File: src/rtl/i2sp_pkg.sv
package i2sp_pkg;

  // Control word, bit 0 is lsbFirst.
  typedef struct packed {
    logic rxOff;
    logic txOff;
    logic sampleEnd;
    logic wsWide;
    logic wsAligned;
    logic wsLow;
    logic sckInv;
    logic lsbFirst;
  } cfg_t;

  // Strobes from control to datapath.
  typedef struct packed {
    logic run;        // port running
    logic lead;       // lead-in bit period
    logic loadWord;   // slot boundary into bit 0 of a channel
    logic shiftBit;   // slot boundary inside a word
    logic sampleBit;  // capture rxd now
    logic lastBit;    // current bit is the final bit of the word
  } strobe_t;

endpackage

File: src/rtl/i2sp_ctrl.sv
module i2sp_ctrl
  import i2sp_pkg::*;
#(
  parameter int DIV    = 4,
  parameter int WORD_W = 16,
  parameter int CHANS  = 2,
  localparam int CH_W  = (CHANS > 1) ? $clog2(CHANS) : 1
) (
  input  logic            clk,
  input  logic            rst,
  input  logic            start,
  input  cfg_t            cfg,
  output logic            sck,
  output logic            ws,
  output strobe_t         stb,
  output logic [CH_W-1:0] chan
);

  localparam int PH_W  = $clog2(2 * DIV);
  localparam int BIT_W = $clog2(WORD_W);
  localparam logic [PH_W-1:0]  PH_LAST  = PH_W'(2 * DIV - 1);
  localparam logic [PH_W-1:0]  PH_MID   = PH_W'(DIV - 1);
  localparam logic [PH_W-1:0]  PH_HALF  = PH_W'(DIV);
  localparam logic [BIT_W-1:0] BIT_LAST = BIT_W'(WORD_W - 1);
  localparam logic [CH_W-1:0]  CH_LAST  = CH_W'(CHANS - 1);
  localparam bit WIDE_OK = (CHANS > 1);

  logic             active, lead;
  logic [PH_W-1:0]  ph;
  logic [BIT_W-1:0] bitIdx, nBit;
  logic [CH_W-1:0]  nChan;
  logic             slotEnd, wsAct;

  function automatic logic wsAt(input logic [BIT_W-1:0] b, input logic [CH_W-1:0] c,
                                input logic wide);
    return (c == '0) && ((wide && WIDE_OK) || (b == '0));
  endfunction

  assign slotEnd = active && start && (ph == PH_LAST);
  assign nBit    = (bitIdx == BIT_LAST) ? '0 : bitIdx + 1'b1;
  assign nChan   = (bitIdx != BIT_LAST) ? chan : ((chan == CH_LAST) ? '0 : chan + 1'b1);

  always_ff @(posedge clk) begin
    if (rst || !start) begin
      active <= 1'b0;
      lead   <= 1'b1;
      ph     <= '0;
      bitIdx <= BIT_LAST;
      chan   <= CH_LAST;
    end else begin
      active <= 1'b1;
      if (active) begin
        ph <= slotEnd ? '0 : ph + 1'b1;
        if (slotEnd) begin
          bitIdx <= nBit;
          chan   <= nChan;
          lead   <= 1'b0;
        end
      end
    end
  end

  // Early sync looks one slot ahead; aligned sync uses the current slot.
  always_comb begin
    if (cfg.wsAligned) wsAct = !lead && wsAt(bitIdx, chan, cfg.wsWide);
    else               wsAct = wsAt(nBit, nChan, cfg.wsWide);
  end

  assign sck = active ? ((ph < PH_HALF) ^ cfg.sckInv) : cfg.sckInv;
  assign ws  = active ? (wsAct ^ cfg.wsLow) : cfg.wsLow;

  assign stb.run       = active;
  assign stb.lead      = lead;
  assign stb.loadWord  = slotEnd && (bitIdx == BIT_LAST);
  assign stb.shiftBit  = slotEnd && (bitIdx != BIT_LAST);
  assign stb.sampleBit = active && !lead && (ph == (cfg.sampleEnd ? PH_LAST : PH_MID));
  assign stb.lastBit   = (bitIdx == BIT_LAST);

endmodule

File: src/rtl/i2sp_datapath.sv
module i2sp_datapath
  import i2sp_pkg::*;
#(
  parameter int WORD_W = 16,
  parameter int CH_W   = 1
) (
  input  logic              clk,
  input  logic              rst,
  input  cfg_t              cfg,
  input  strobe_t           stb,
  input  logic [CH_W-1:0]   chan,
  input  logic              txValid,
  input  logic [WORD_W-1:0] txData,
  output logic              txReady,
  output logic              txUnderrun,
  output logic              txd,
  input  logic              rxd,
  output logic              rxValid,
  output logic [WORD_W-1:0] rxData,
  output logic [CH_W-1:0]   rxChan
);

  logic [WORD_W-1:0] txShift, rxShift, rxNext;

  assign txReady    = stb.loadWord && !cfg.txOff;
  assign txUnderrun = txReady && !txValid;

  always_ff @(posedge clk) begin
    if (rst || !stb.run)
      txShift <= '0;
    else if (stb.loadWord)
      txShift <= (txValid && !cfg.txOff) ? txData : '0;
    else if (stb.shiftBit)
      txShift <= cfg.lsbFirst ? (txShift >> 1) : (txShift << 1);
  end

  assign txd = stb.run && !stb.lead && !cfg.txOff &&
               (cfg.lsbFirst ? txShift[0] : txShift[WORD_W-1]);

  always_comb begin
    if (cfg.lsbFirst) rxNext = {rxd, rxShift[WORD_W-1:1]};
    else              rxNext = {rxShift[WORD_W-2:0], rxd};
  end

  always_ff @(posedge clk) begin
    if (rst) begin
      rxShift <= '0;
      rxValid <= 1'b0;
      rxData  <= '0;
      rxChan  <= '0;
    end else begin
      rxValid <= 1'b0;
      if (stb.sampleBit && !cfg.rxOff) begin
        rxShift <= rxNext;
        if (stb.lastBit) begin
          rxValid <= 1'b1;
          rxData  <= rxNext;
          rxChan  <= chan;
        end
      end
    end
  end

endmodule

File: src/rtl/i2s_port.sv
module i2s_port
  import i2sp_pkg::*;
#(
  parameter int DIV    = 4,
  parameter int WORD_W = 16,
  parameter int CHANS  = 2,
  localparam int CH_W  = (CHANS > 1) ? $clog2(CHANS) : 1
) (
  input  logic              clk,
  input  logic              rst,
  input  logic              start,
  input  logic [7:0]        cfgIn,
  input  logic              txValid,
  input  logic [WORD_W-1:0] txData,
  output logic              txReady,
  output logic              txUnderrun,
  input  logic              rxd,
  output logic              rxValid,
  output logic [WORD_W-1:0] rxData,
  output logic [CH_W-1:0]   rxChan,
  output logic              sck,
  output logic              ws,
  output logic              txd
);

  cfg_t            cfgQ;
  strobe_t         stb;
  logic [CH_W-1:0] chan;

  // Settings are taken only while the port is stopped.
  always_ff @(posedge clk) begin
    if (rst)         cfgQ <= '0;
    else if (!start) cfgQ <= cfg_t'(cfgIn);
  end

  i2sp_ctrl #(.DIV(DIV), .WORD_W(WORD_W), .CHANS(CHANS)) u_ctrl (
    .clk(clk), .rst(rst), .start(start), .cfg(cfgQ),
    .sck(sck), .ws(ws), .stb(stb), .chan(chan)
  );

  i2sp_datapath #(.WORD_W(WORD_W), .CH_W(CH_W)) u_dp (
    .clk(clk), .rst(rst), .cfg(cfgQ), .stb(stb), .chan(chan),
    .txValid(txValid), .txData(txData), .txReady(txReady), .txUnderrun(txUnderrun),
    .txd(txd), .rxd(rxd), .rxValid(rxValid), .rxData(rxData), .rxChan(rxChan)
  );

endmodule

File: config.mk
export PLATFORM = sky130hd
export DESIGN_NAME = i2s_port
export DESIGN_NICKNAME = d
export VERILOG_FILES = /design/src/rtl/i2sp_pkg.sv /design/src/rtl/i2sp_ctrl.sv /design/src/rtl/i2sp_datapath.sv /design/src/rtl/i2s_port.sv
export SDC_FILE = /design/constraint.sdc
export NUM_CORES = 1
export LEC_CHECK = 0
export BUFFER_PORTS_ARGS = -buffer_cell sky130_fd_sc_hd__buf_2
export CAP_MARGIN = 10
export CORE_ASPECT_RATIO = 0.75
export CORE_MARGIN = 4
export CORE_UTILIZATION = 56
export DETAILED_ROUTE_END_ITERATION = 10
export MAX_ROUTING_LAYER = met4
export PLACE_DENSITY_LB_ADDON = 0.15
export SKIP_LAST_GASP = 1
export SYNTH_ARGS = -nofsm -noshare
export SYNTH_HDL_FRONTEND = slang
export SYNTH_SLANG_ARGS = --single-unit
export TNS_END_PERCENT = 50
File: constraint.sdc
create_clock -name clk -period 2.1 [get_ports clk]
set_input_delay 0.42 -clock clk [delete_from_list [all_inputs] [get_ports clk]]
set_output_delay 0.42 -clock clk [all_outputs]
set_load 0.1 [all_outputs]
==> reports/metrics.csv <==
metric,value,unit
gr ovfl total,0,
number of placement rows,23,
setup TNS,-0.458,ns
fmax,0.425,GHz
violated checks,negative setup slack,
starting density of the core,57.9,%
Die W,93.7,um
latest clock arrival within the worst-skew pair,0.34,ns
Layout Utilization,72.4,%
power density cells,678,nW/um2
antenna fix cells,0,
Synth top area share,44.2,%
hold buffers post-CTS,0,
CTS Buffer Depth,2,
complex-gate fraction of the synthesized area,18.4,%
CTS H-tree lvls,3,
dpl hpwl,4470,um
CP Class,reg2out,
Area contributors post-synth,"dfxtp_1 44%, mux2i_1 9.1%, nor2_1 7.1%",
Die Y,72.2,um
Avg WL per Cell,14.7,um
Leak,1.45,nW
crit end category,output pin,
part of the cycle the worst path needs,112,%
remaining antenna violation count,0,
Startpoint Class,flip-flop,
Final Slew Violations,0,
layout cells sized above 1,37.0,%
Slew HR,59.9,%
drt first pass iters,4,
Total GRT Usage,21.2,%
mapped cell area,3080,um2
vias in the first global route,2322,
first-iteration detailed-routing DRC count,192,
outcome,"complete, but fails checks",
Vias,2516,
Post-synth EDFFs,0,
Worst EP arrival,1.93,ns
synthesized net count,341,
maxcap violations,0,
Port Buffers,51,
Post-synth top flop,dfxtp_1,
CTS tree,done,
core region area,5320,um2
critical path's largest stage delay,0.49,ns
Met2 Wirelength,3030,um
die area,6770,um2
crit path time final,2.35,ns
Final Wtd Congestion,0.822,
Hold Crit Class,in2reg,
Post-Syn Instances,308,
Layout area overhead,25.1,%
RSZ-0062 raised after global routing,true,
sequential area share after synthesis,44.2,%
critical path cell sequence,ha_4 -> and3_4 -> or4b_4 -> a31oi_4 -> buf_12,
drt drc,0,
Final setup violation count,3,
Via density,5.65,
XOR/XNOR share of the synthesized area,1.14,%
cell taking the most area after synthesis,dfxtp_1,
met3 wire length,265,um
Yosys reg bits,68,
Max Used Layer,met4,
cts bufs inserted,9,
Mapped Avg Cell Area,10.0,um2
synth unique cells,44,
largest net degree at the start of global routing,41,
VDD IR max,488,uV
first-pass GRT wire length,11000,um
synth warn,0,
Slew @ Worst Pin,0.601,ns
CP Max Fanout,3,
Final Skew,0.00842,ns
I/O pins,52,
adder-cell share of the synthesized area,1.62,%
setup ws final,-0.254,ns
antenna violations before repair,0,
Routed met1 length,3110,um
async set or reset register ratio after synthesis,0,%
critical path's slowest cell,or4b_4,
"CTS clk-pin slew, worst paths",0.07,ns
Nets,399,
largest family of logic cells by synthesized area,compound AO/OA/AOI/OAI gates,
CP Data Required Time,1.68,ns
CTS sink count,68,
post-synthesis mux area share,13.8,%
Final Hold Vio Count,0,
fillcell total,380,
clock root buffer master,clkbuf_8,
simple-gate share of the synthesized area,15.6,%
WL final,6550,um
layout make-up:
cell class                 instances  area [um2]  share of cell area (%)
tap                               75        93.8                    2.44
inverter                           5        18.8                   0.487
timing repair buffer              71         482                    12.5
clock buffer                      10         128                    3.31
sequential                        68        1370                    35.5
multi-input combinational        211        1690                    43.8
clock inverter                     5        77.6                    2.01
what timing repair did:
item | 4_1_cts | 5_1_grt
buffers inserted | 2 | 0
endpoints found under the setup margin | 3 | 3
pin swaps | 5 | 6
gates resized for setup | 11 | 8
registers in the layout, summed over array words and instances (netlist names):
register,count
u_ctrl.active,1
u_ctrl.chan,1
u_ctrl.lead,1
u_dp.rxValid,1
u_dp.txShift,16
u_dp.rxData,16
u_dp.rxChan,1
cfgQ,8
u_ctrl.bitIdx,4
u_dp.rxShift,16
u_ctrl.ph,3
placed cells by master (no fill, tap or decap), types with 2 or more instances in the layout:
cell type	count
dfxtp_1	65
nor2_1	57
buf_2	47
mux2i_1	28
a211oi_1	18
buf_4	18
a211oi_2	14
mux2_2	13
a222oi_1	13
nand2_1	10
clkbuf_8	9
a21oi_1	7
buf_12	5
inv_1	4
nand2b_1	3
nor3_1	3
xor2_1	3
a31oi_4	2
and3_4	2
nor2b_1	2
and3_1	2
nor2_2	2
nor3_4	2
a311oi_1	2
o21ai_0	2
ha_4	2
bufinv_16	2
clkinv_2	2
dfxtp_2	2
where the power goes:
group	switching, mW	total, mW	internal, mW
clock	0.466	1.12	0.658
combinational	0.106	0.177	0.0710
sequential	0.0128	1.31	1.30
total	0.584	2.61	2.03
layer usage:
layer | vias to the layer above | global-route usage [%]
met1 | 1181 | 27.1
met2 | 63 | 31.9
li1 | 1255 | -
met3 | 17 | 6.32
met5 | - | -
met4 | 0 | 8.01
path summary, 6_finish.rpt:
| path | end | slack, ns | cells past startpoint | start |
|---|---|---|---|---|
| setup / recovery | ws | -0.25 | 5 | u_ctrl.bitIdx[0] |
| hold reg to reg | u_dp.rxShift[0] | 0.50 | 2 | u_dp.rxShift[0] |
| setup reg to reg | u_dp.rxChan | 0.26 | 9 | u_ctrl.bitIdx[0] |
| hold / removal | u_dp.txShift[9] | 0.32 | 3 | txData[9] |
cell usage after synthesis, types with 2 or more instances:
cell type / instances
a211oi_1: 18
a211oi_2: 14
a21oi_1: 7
a222oi_1: 13
a311oi_1: 2
a31oi_1: 3
and3_1: 3
buf_2: 5
buf_4: 6
buf_6: 3
clkbuf_1: 8
dfxtp_1: 68
ha_1: 4
inv_1: 5
mux2_2: 13
mux2i_1: 28
nand2_1: 12
nand2b_1: 3
nor2_1: 58
nor2b_1: 2
nor3_1: 4
nor3b_1: 2
nor4_1: 2
o21ai_0: 3
xor2_1: 3
worst max-delay path, delay by kind of cell (launching register included):
kind | cells | cell delay [ns]
AO/OA/AOI/OAI | 1 | 0.20
flip-flops | 1 | 0.36
AND/OR/NAND/NOR | 2 | 0.67
adder cells (fa/ha/maj) | 1 | 0.17
buffers and inverters | 1 | 0.19
per-stage QoR:
step	hold slack [ns]	area [um2]	instances	worst slack (ns)	power (mW)
after CTS	0.305	3820	445	-0.241	2.63
after floorplan	0.441	3150	308	-0.355	1.46
final	0.318	3850	445	-0.254	2.61
after detailed placement	0.477	3560	428	0.00424	1.52
after global placement	0.465	3560	428	0.0321	1.51
after global routing	0.295	3850	445	-0.308	2.71
cells by family after synthesis:
kind of cell             Yosys count
multiplexers                      41
XOR/XNOR                           4
adder cells (fa/ha/maj)            4
AND/OR/NAND/NOR                   97
flip-flops                        68
AO/OA/AOI/OAI                     65
buffers and inverters             29
Power figures use the tool's default switching activity.
